File: config.mk
export PLATFORM = sky130hd
export DESIGN_NAME = sdram_boot_seq
export DESIGN_NICKNAME = d
export VERILOG_FILES = /design/src/rtl/sdram_boot_pkg.sv /design/src/rtl/boot_wait_timer.sv /design/src/rtl/boot_cmd_drive.sv /design/src/rtl/sdram_boot_seq.sv
export SDC_FILE = /design/constraint.sdc
export NUM_CORES = 1
export LEC_CHECK = 0
export BUFFER_PORTS_ARGS = -buffer_cell sky130_fd_sc_hd__buf_2
export CAP_MARGIN = 20
export CORE_ASPECT_RATIO = 2
export CORE_MARGIN = 3
export CORE_UTILIZATION = 55
export DETAILED_ROUTE_END_ITERATION = 7
export GPL_ROUTABILITY_DRIVEN = 0
export PLACE_DENSITY = 0.85
export SETUP_SLACK_MARGIN = 0.3
export SLEW_MARGIN = 20
export SYNTH_ARGS = -nofsm -noshare
export SYNTH_HDL_FRONTEND = slang
export SYNTH_HIERARCHICAL = 1
export SYNTH_SLANG_ARGS = --single-unit
File: constraint.sdc
create_clock -name clk -period 6 [get_ports clk]
set_input_delay 0.9 -clock clk [delete_from_list [all_inputs] [get_ports clk]]
set_output_delay 0.9 -clock clk [all_outputs]
set_load 0.02 [all_outputs]
File: src/rtl/sdram_boot_pkg.sv
package sdram_boot_pkg;

   typedef enum logic [2:0] {
      PH_STABLE,
      PH_PREA,
      PH_WAIT_RP,
      PH_REF,
      PH_WAIT_RFC,
      PH_MRS,
      PH_WAIT_RSC,
      PH_DONE
   } boot_phase_e;

   typedef enum logic [1:0] {
      CMD_NOP,
      CMD_PREA,
      CMD_REF,
      CMD_MRS
   } boot_cmd_e;

   // whole clock cycles covering a time in ns, rounded up
   function automatic int ns_to_cyc(input int ns, input int period_ps);
      return (ns * 1000 + period_ps - 1) / period_ps;
   endfunction

   function automatic int max2(input int a, input int b);
      return (a > b) ? a : b;
   endfunction

endpackage

File: src/rtl/boot_wait_timer.sv
module boot_wait_timer #(
   parameter int CNT_W   = 16,
   parameter int RST_VAL = 0
) (
   input  logic             clk,
   input  logic             rst,
   input  logic             load,
   input  logic [CNT_W-1:0] load_val,
   output logic             zero
);

   logic [CNT_W-1:0] cnt_q;

   always_ff @(posedge clk) begin
      if (rst)
         cnt_q <= CNT_W'(RST_VAL);
      else if (load)
         cnt_q <= load_val;
      else if (cnt_q != '0)
         cnt_q <= cnt_q - CNT_W'(1);
   end

   assign zero = (cnt_q == '0);

endmodule

File: src/rtl/boot_cmd_drive.sv
module boot_cmd_drive
   import sdram_boot_pkg::*;
#(
   parameter int ROW_W   = 12,
   parameter int BANK_W  = 2,
   parameter int DQM_W   = 8,
   parameter int MODE_W  = 7,
   parameter int REG_OUT = 0
) (
   input  logic              clk,
   input  logic              rst,
   input  boot_cmd_e         cmd,
   input  logic [MODE_W-1:0] mode_cfg,
   input  logic              done_in,
   output logic              sd_cke,
   output logic              sd_cs_n,
   output logic              sd_ras_n,
   output logic              sd_cas_n,
   output logic              sd_we_n,
   output logic [BANK_W-1:0] sd_ba,
   output logic [ROW_W-1:0]  sd_addr,
   output logic [DQM_W-1:0]  sd_dqm,
   output logic              init_done
);

   localparam int ALL_BANK_BIT = 10;

   logic [3:0]        c_code;
   logic [ROW_W-1:0]  c_addr;

   always_comb begin
      c_code = 4'b0111;
      c_addr = '0;
      unique case (cmd)
         CMD_PREA: begin
            c_code               = 4'b0010;
            c_addr[ALL_BANK_BIT] = 1'b1;
         end
         CMD_REF:  c_code = 4'b0001;
         CMD_MRS: begin
            c_code = 4'b0000;
            c_addr = ROW_W'(mode_cfg);
         end
         default:  c_code = 4'b0111;
      endcase
   end

   generate
      if (REG_OUT != 0) begin : g_reg
         logic [3:0]       code_q;
         logic [ROW_W-1:0] addr_q;
         logic             done_q;
         always_ff @(posedge clk) begin
            if (rst) begin
               code_q <= 4'b0111;
               addr_q <= '0;
               done_q <= 1'b0;
            end else begin
               code_q <= c_code;
               addr_q <= c_addr;
               done_q <= done_in;
            end
         end
         assign {sd_cs_n, sd_ras_n, sd_cas_n, sd_we_n} = code_q;
         assign sd_addr   = addr_q;
         assign init_done = done_q;
      end else begin : g_comb
         logic unused_clk_rst;
         assign unused_clk_rst = clk ^ rst;
         assign {sd_cs_n, sd_ras_n, sd_cas_n, sd_we_n} = c_code;
         assign sd_addr   = c_addr;
         assign init_done = done_in;
      end
   endgenerate

   assign sd_cke = 1'b1;
   assign sd_ba  = '0;
   assign sd_dqm = '1;

endmodule

File: src/rtl/sdram_boot_seq.sv
module sdram_boot_seq
   import sdram_boot_pkg::*;
#(
   parameter int CLK_PERIOD_PS = 7500,
   parameter int STABLE_NS     = 200000,
   parameter int TRP_NS        = 20,
   parameter int TRFC_NS       = 75,
   parameter int TRSC_NS       = 15,
   parameter int REFRESH_COUNT = 8,
   parameter int ROW_W         = 12,
   parameter int BANK_W        = 2,
   parameter int DQM_W         = 8,
   parameter int MODE_W        = 7,
   parameter int REG_OUT       = 0
) (
   input  logic              clk,
   input  logic              rst,
   input  logic [MODE_W-1:0] mode_cfg,
   output logic              sd_cke,
   output logic              sd_cs_n,
   output logic              sd_ras_n,
   output logic              sd_cas_n,
   output logic              sd_we_n,
   output logic [BANK_W-1:0] sd_ba,
   output logic [ROW_W-1:0]  sd_addr,
   output logic [DQM_W-1:0]  sd_dqm,
   output logic              init_done
);

   localparam int STABLE_CYC = ns_to_cyc(STABLE_NS, CLK_PERIOD_PS);
   localparam int RP_CYC     = ns_to_cyc(TRP_NS, CLK_PERIOD_PS);
   localparam int RFC_CYC    = ns_to_cyc(TRFC_NS, CLK_PERIOD_PS);
   localparam int RSC_CYC    = ns_to_cyc(TRSC_NS, CLK_PERIOD_PS);
   localparam int MAX_CYC    = max2(max2(STABLE_CYC, RP_CYC), max2(RFC_CYC, RSC_CYC));
   localparam int CNT_W      = $clog2(MAX_CYC + 1);
   localparam int REF_W      = $clog2(REFRESH_COUNT + 1);
   localparam int RP_LD      = (RP_CYC  > 1) ? RP_CYC  - 2 : 0;
   localparam int RFC_LD     = (RFC_CYC > 1) ? RFC_CYC - 2 : 0;
   localparam int RSC_LD     = (RSC_CYC > 1) ? RSC_CYC - 2 : 0;

   generate
      if (CLK_PERIOD_PS <= 0) begin : g_bad_period
         $error("CLK_PERIOD_PS must be positive");
      end
      if (STABLE_NS <= 0 || TRP_NS <= 0 || TRFC_NS <= 0 || TRSC_NS <= 0) begin : g_bad_time
         $error("every wait time must be positive");
      end
      if (REFRESH_COUNT < 8) begin : g_bad_refs
         $error("REFRESH_COUNT must be at least 8");
      end
      if (ROW_W < 11) begin : g_bad_row
         $error("ROW_W must reach address bit 10");
      end
      if (MODE_W < 1 || MODE_W > 7) begin : g_bad_mode
         $error("MODE_W must be 1..7 so bits 9..7 stay zero");
      end
      if (REG_OUT != 0 && REG_OUT != 1) begin : g_bad_reg
         $error("REG_OUT must be 0 or 1");
      end
   endgenerate

   boot_phase_e       phase_q, phase_d;
   boot_cmd_e         cmd;
   logic [REF_W-1:0]  ref_cnt_q;
   logic              tmr_load;
   logic [CNT_W-1:0]  tmr_val;
   logic              tmr_zero;
   logic              last_ref;
   logic              refs_done;

   assign last_ref  = (ref_cnt_q == REF_W'(REFRESH_COUNT - 1));
   assign refs_done = (ref_cnt_q == REF_W'(REFRESH_COUNT));

   boot_wait_timer #(
      .CNT_W   (CNT_W),
      .RST_VAL (STABLE_CYC - 1)
   ) u_timer (
      .clk      (clk),
      .rst      (rst),
      .load     (tmr_load),
      .load_val (tmr_val),
      .zero     (tmr_zero)
   );

   always_comb begin
      phase_d  = phase_q;
      tmr_load = 1'b0;
      tmr_val  = '0;
      cmd      = CMD_NOP;
      unique case (phase_q)
         PH_STABLE:   if (tmr_zero) phase_d = PH_PREA;
         PH_PREA: begin
            cmd      = CMD_PREA;
            tmr_load = 1'b1;
            tmr_val  = CNT_W'(RP_LD);
            phase_d  = (RP_CYC > 1) ? PH_WAIT_RP : PH_REF;
         end
         PH_WAIT_RP:  if (tmr_zero) phase_d = PH_REF;
         PH_REF: begin
            cmd      = CMD_REF;
            tmr_load = 1'b1;
            tmr_val  = CNT_W'(RFC_LD);
            if (RFC_CYC > 1) phase_d = PH_WAIT_RFC;
            else             phase_d = last_ref ? PH_MRS : PH_REF;
         end
         PH_WAIT_RFC: if (tmr_zero) phase_d = refs_done ? PH_MRS : PH_REF;
         PH_MRS: begin
            cmd      = CMD_MRS;
            tmr_load = 1'b1;
            tmr_val  = CNT_W'(RSC_LD);
            phase_d  = (RSC_CYC > 1) ? PH_WAIT_RSC : PH_DONE;
         end
         PH_WAIT_RSC: if (tmr_zero) phase_d = PH_DONE;
         PH_DONE:     phase_d = PH_DONE;
         default:     phase_d = PH_STABLE;
      endcase
   end

   always_ff @(posedge clk) begin
      if (rst) begin
         phase_q   <= PH_STABLE;
         ref_cnt_q <= '0;
      end else begin
         phase_q <= phase_d;
         if (phase_q == PH_REF)
            ref_cnt_q <= ref_cnt_q + REF_W'(1);
      end
   end

   boot_cmd_drive #(
      .ROW_W   (ROW_W),
      .BANK_W  (BANK_W),
      .DQM_W   (DQM_W),
      .MODE_W  (MODE_W),
      .REG_OUT (REG_OUT)
   ) u_drive (
      .clk       (clk),
      .rst       (rst),
      .cmd       (cmd),
      .mode_cfg  (mode_cfg),
      .done_in   (phase_q == PH_DONE),
      .sd_cke    (sd_cke),
      .sd_cs_n   (sd_cs_n),
      .sd_ras_n  (sd_ras_n),
      .sd_cas_n  (sd_cas_n),
      .sd_we_n   (sd_we_n),
      .sd_ba     (sd_ba),
      .sd_addr   (sd_addr),
      .sd_dqm    (sd_dqm),
      .init_done (init_done)
   );

endmodule

==> impl_metrics.xml <==
<?xml version="1.0" encoding="UTF-8"?>
<metrics>
  <group name="routing">
    <metric name="routed_wire_length_per_instance" unit="um">12.2</metric>
    <metric name="num_vias" unit="">1339</metric>
    <metric name="route.detailed.vias_per_inst" unit="">5.53</metric>
    <metric name="detailedRoute.firstPassIterationCount" unit="">4</metric>
    <metric name="postRouteAntennaNets" unit="">0</metric>
    <metric name="dr.first_iter.drc_count" unit="">27</metric>
    <metric name="drc_errors" unit="">0</metric>
    <metric name="routed_wl" unit="um">2960</metric>
  </group>
  <group name="layout">
    <metric name="antenna-diode-count" unit="">0</metric>
    <metric name="net_total_in_the_final_layout" unit="">227</metric>
    <metric name="multi_input_area" unit="um^2">927</metric>
    <metric name="final_area" unit="mm^2">0.00164</metric>
    <metric name="register_area" unit="um^2">440</metric>
    <metric name="postLayoutCoreUtil" unit="">0.637</metric>
    <metric name="commonest_cells_after_routing_fill_and_taps_aside" unit="">sky130_fd_sc_hd__conb_1 (29), sky130_fd_sc_hd__dfxtp_1 (22), sky130_fd_sc_hd__buf_2 (20), sky130_fd_sc_hd__a21oi_1 (17), sky130_fd_sc_hd__inv_1 (13)</metric>
    <metric name="fin_cells" unit="">242</metric>
    <metric name="layout_commonest_cell" unit="">sky130_fd_sc_hd__conb_1</metric>
    <metric name="area_delta_synth_final" unit="%">10.6</metric>
    <metric name="drive_above_1_share" unit="">0.178</metric>
    <metric name="num-fill-cells" unit="">256</metric>
  </group>
  <group name="yosys">
    <metric name="synth.yosys.warnings" unit="">6</metric>
    <metric name="syn-cell-area" unit="mm^2">0.00148</metric>
    <metric name="syn_avg_cell_area" unit="um^2">7.84</metric>
    <metric name="netlist-cell-type-count" unit="">45</metric>
    <metric name="ys_seq_area_frac" unit="">0.297</metric>
    <metric name="instance_count_of_the_mapped_netlist" unit="">189</metric>
    <metric name="ys_ff_latch" unit="">22</metric>
  </group>
  <group name="die">
    <metric name="design.portCount" unit="">37</metric>
    <metric name="die-width" unit="um">42.7</metric>
    <metric name="core_region_area" unit="mm^2">0.00257</metric>
    <metric name="fp.dieH" unit="um">79.4</metric>
    <metric name="dieArea" unit="mm^2">0.00339</metric>
    <metric name="initial_core_util" unit="">0.576</metric>
    <metric name="fp-row-count" unit="">26</metric>
  </group>
  <group name="setup_path">
    <metric name="timing.critical_path.to_type" unit="">output pin</metric>
    <metric name="crit_path_start_kind" unit="">flip-flop</metric>
    <metric name="critPathTopFamily" unit="">flip-flops</metric>
    <metric name="worst_path_slowest_cell" unit="">sky130_fd_sc_hd__dfxtp_1</metric>
    <metric name="critical_path_arrival" unit="ns">1.67</metric>
    <metric name="timing.setup.critical_path_class" unit="">flip-flop to output pin</metric>
    <metric name="timing.critical_path.required" unit="ns">5.10</metric>
    <metric name="worst_path_largest_cell_delay" unit="ns">0.57</metric>
    <metric name="cp_max_fo" unit="">11</metric>
    <metric name="cp_cell_sequence" unit="">xnor2_1 -&gt; nor2_1 -&gt; and3_1 -&gt; buf_2</metric>
    <metric name="critical_path.n_buffers_inverters" unit="">1</metric>
  </group>
  <group name="grt">
    <metric name="gr-usage-all-layers" unit="">0.184</metric>
    <metric name="grt_remaining_overflow" unit="">0</metric>
    <metric name="vias_in_the_first_global_route" unit="">1210</metric>
    <metric name="largest_net_degree_at_the_start_of_global_routing" unit="">29</metric>
    <metric name="global_route.peak_usage_layer" unit="">met2</metric>
    <metric name="global_route_wire_length_before_repair" unit="um">4910</metric>
    <metric name="groute.layer.met1.usage" unit="">0.165</metric>
    <metric name="grtUsageMet3" unit="">0.0316</metric>
    <metric name="met2_use_gr" unit="">0.342</metric>
    <metric name="number_of_antenna_violations_at_the_first_check_in_global_routing" unit="">0</metric>
  </group>
  <group name="status">
    <metric name="result_of_the_run" unit="">completed</metric>
  </group>
  <group name="job">
    <metric name="cap_violations" unit="">0</metric>
  </group>
  <group name="clock_network">
    <metric name="root_buffer" unit="">sky130_fd_sc_hd__clkbuf_8</metric>
    <metric name="cts_tree" unit="">done</metric>
    <metric name="cts.sinks" unit="">22</metric>
    <metric name="holdBufCountCts" unit="">0</metric>
    <metric name="clk_pin_slew_worst_paths" unit="ns">0.08</metric>
    <metric name="cts-buffers-inserted" unit="">3</metric>
    <metric name="ctsHtreeMaxLevel" unit="">1</metric>
    <metric name="cts.repair.resized" unit="">0</metric>
    <metric name="cts-root-to-sink-buffers" unit="">2</metric>
    <metric name="insertion_delay" unit="ns">0.27</metric>
    <metric name="postCtsSetupRepairBufs" unit="">0</metric>
  </group>
  <group name="sta">
    <metric name="final.setup.tns" unit="ns">0</metric>
    <metric name="tightest_slew" unit="ns">0.612</metric>
    <metric name="setup_viol_count_final" unit="">0</metric>
    <metric name="final_hold_viol_count" unit="">0</metric>
    <metric name="grt_setup_unrepaired" unit="">no</metric>
    <metric name="finalClockSkew" unit="ns">0.00497</metric>
    <metric name="slew_viol_final" unit="">0</metric>
    <metric name="maxClockFrequency" unit="MHz">390</metric>
    <metric name="min_period_over_period" unit="">0.428</metric>
    <metric name="timing.max_slew.rel_slack" unit="">0.586</metric>
    <metric name="post-route-min-period" unit="ns">2.57</metric>
  </group>
  <group name="placed_design">
    <metric name="placed_cells" unit="">238</metric>
    <metric name="dp_hpwl" unit="um">2260</metric>
    <metric name="io_buffer_count" unit="">20</metric>
    <metric name="placedInstanceArea" unit="mm^2">0.00157</metric>
  </group>
  <group name="power_and_ir_drop">
    <metric name="peakVddDrop" unit="uV">153</metric>
    <metric name="static-leakage-power" unit="nW">0.725</metric>
    <metric name="power_density" unit="mW/mm^2">200</metric>
  </group>
  <group name="hold_path">
    <metric name="min-delay-path-class" unit="">flip-flop to flip-flop</metric>
  </group>
</metrics>
state kept, by name, indices dropped and copies added, names as in the netlist:
register,cells
u_timer/cnt_q,15
phase_q,3
ref_cnt_q,4
cells in the mapped netlist:
cell                       count  share of area
sky130_fd_sc_hd__dfxtp_1      22           0.30
sky130_fd_sc_hd__a21oi_1      18          0.061
sky130_fd_sc_hd__buf_4        18          0.091
sky130_fd_sc_hd__inv_1        13          0.033
sky130_fd_sc_hd__nor2_1       12          0.030
sky130_fd_sc_hd__nand2_1       9          0.023
sky130_fd_sc_hd__nor3_1        9          0.030
sky130_fd_sc_hd__or3_1         8          0.034
sky130_fd_sc_hd__and3_1        7          0.030
sky130_fd_sc_hd__o21ai_0       7          0.024
sky130_fd_sc_hd__clkbuf_1      6          0.015
sky130_fd_sc_hd__or4_1         5          0.025
sky130_fd_sc_hd__xnor2_1       4          0.024
sky130_fd_sc_hd__buf_2         3          0.010
sky130_fd_sc_hd__conb_1        3         0.0076
sky130_fd_sc_hd__ha_1          3          0.025
sky130_fd_sc_hd__mux2i_1       3          0.020
sky130_fd_sc_hd__o31ai_1       3          0.015
sky130_fd_sc_hd__xor2_1        3          0.018
sky130_fd_sc_hd__a221oi_1      2          0.012
sky130_fd_sc_hd__nand3_1       2         0.0068
sky130_fd_sc_hd__nand3b_1      2          0.010
sky130_fd_sc_hd__nand4_1       2         0.0084
sky130_fd_sc_hd__nor4_1        2         0.0084
sky130_fd_sc_hd__o311a_1       2          0.014
sky130_fd_sc_hd__or4_2         2          0.012
sky130_fd_sc_hd__a211o_1       1         0.0059
sky130_fd_sc_hd__a211o_2       1         0.0068
sky130_fd_sc_hd__a221oi_2      1          0.010
sky130_fd_sc_hd__a311oi_1      1         0.0059
sky130_fd_sc_hd__and3_2        1         0.0051
sky130_fd_sc_hd__mux2_2        1         0.0076
sky130_fd_sc_hd__nand2b_1      1         0.0042
sky130_fd_sc_hd__nand3b_4      1          0.014
sky130_fd_sc_hd__nand4b_1      1         0.0059
sky130_fd_sc_hd__nor2b_1       1         0.0042
sky130_fd_sc_hd__nor4b_1       1         0.0059
sky130_fd_sc_hd__o21ai_1       1         0.0034
sky130_fd_sc_hd__o21bai_1      1         0.0051
sky130_fd_sc_hd__o22ai_1       1         0.0042
sky130_fd_sc_hd__or2_1         1         0.0042
sky130_fd_sc_hd__or2_2         1         0.0042
sky130_fd_sc_hd__or3_2         1         0.0051
sky130_fd_sc_hd__or4_4         1         0.0076
sky130_fd_sc_hd__or4b_1        1         0.0068
final cells by class:
type	instances	share of cell area
inverter	13	0.0298
timing repair buffer	22	0.0703
multi-input combinational	153	0.566
clock inverter	1	0.0183
sequential	22	0.269
tap	28	0.0214
clock buffer	3	0.0252
worst paths after layout:
check | from | end | slack (ns) | depth (start not counted)
worst max-delay path | phase_q[1]$_SDFFE_PP0P_ | sd_addr[4] | 3.43 | 4
worst min-delay path | ref_cnt_q[3]$_SDFFE_PP0P_ | ref_cnt_q[3]$_SDFFE_PP0P_ | 0.50 | 2
worst max register to register | u_timer/cnt_q[0]$_SDFFE_PP0P_ | u_timer/cnt_q[10]$_SDFFE_PP0P_ | 3.63 | 6
worst min register to register | ref_cnt_q[3]$_SDFFE_PP0P_ | ref_cnt_q[3]$_SDFFE_PP0P_ | 0.50 | 2
logic make-up (layout without fill, tap and decap cells):
logic type / after synthesis / after routing / share of synthesized area
simple gates: 71 / 71 / 0.285
buf+inv: 40 / 39 / 0.149
compound gates: 39 / 39 / 0.166
flops: 22 / 22 / 0.297
xor+xnor: 7 / 7 / 0.0414
mux: 4 / 4 / 0.0279
fa+ha+maj: 3 / 3 / 0.0253
other cells: 3 / 29 / 0.00760
metrics by stage:
step | hold slack [ns] | worst slack [ns] | total power, mW
final | 0.499 | 3.43 | 0.328
after global routing | 0.531 | 3.20 | 0.341
after CTS | 0.507 | 3.40 | 0.330
after detailed placement | 0.494 | 3.66 | 0.192
after global placement | 0.478 | 3.71 | 0.191
after floorplan | 0.457 | 3.78 | 0.192
metal layers:
metal	vias to the layer above	share of wire	wire, um
met3	15	0.053	158
met1	599	0.34	1020
li1	676	-	-
met5	-	0	0
met2	49	0.53	1580
met4	0	0.067	197
report_power, final:
| group | total [mW] | leakage [nW] | internal, mW | switching [mW] |
|---|---|---|---|---|
| Clock | 0.138 | 0.0357 | 0.0892 | 0.0492 |
| Combinational | 0.0349 | 0.511 | 0.0120 | 0.0229 |
| Sequential | 0.154 | 0.178 | 0.150 | 0.00485 |
| Total | 0.328 | 0.725 | 0.251 | 0.0769 |
worst register-to-register path: stages (launching register included):
cell	delay, ns
sky130_fd_sc_hd__dfxtp_1	0.33
sky130_fd_sc_hd__inv_1	0.09
sky130_fd_sc_hd__ha_1	0.24
sky130_fd_sc_hd__or4b_1	0.58
sky130_fd_sc_hd__or4_4	0.52
sky130_fd_sc_hd__or3_1	0.33
sky130_fd_sc_hd__a221oi_2	0.20
No activity file was read; power rests on OpenSTA's default activity.
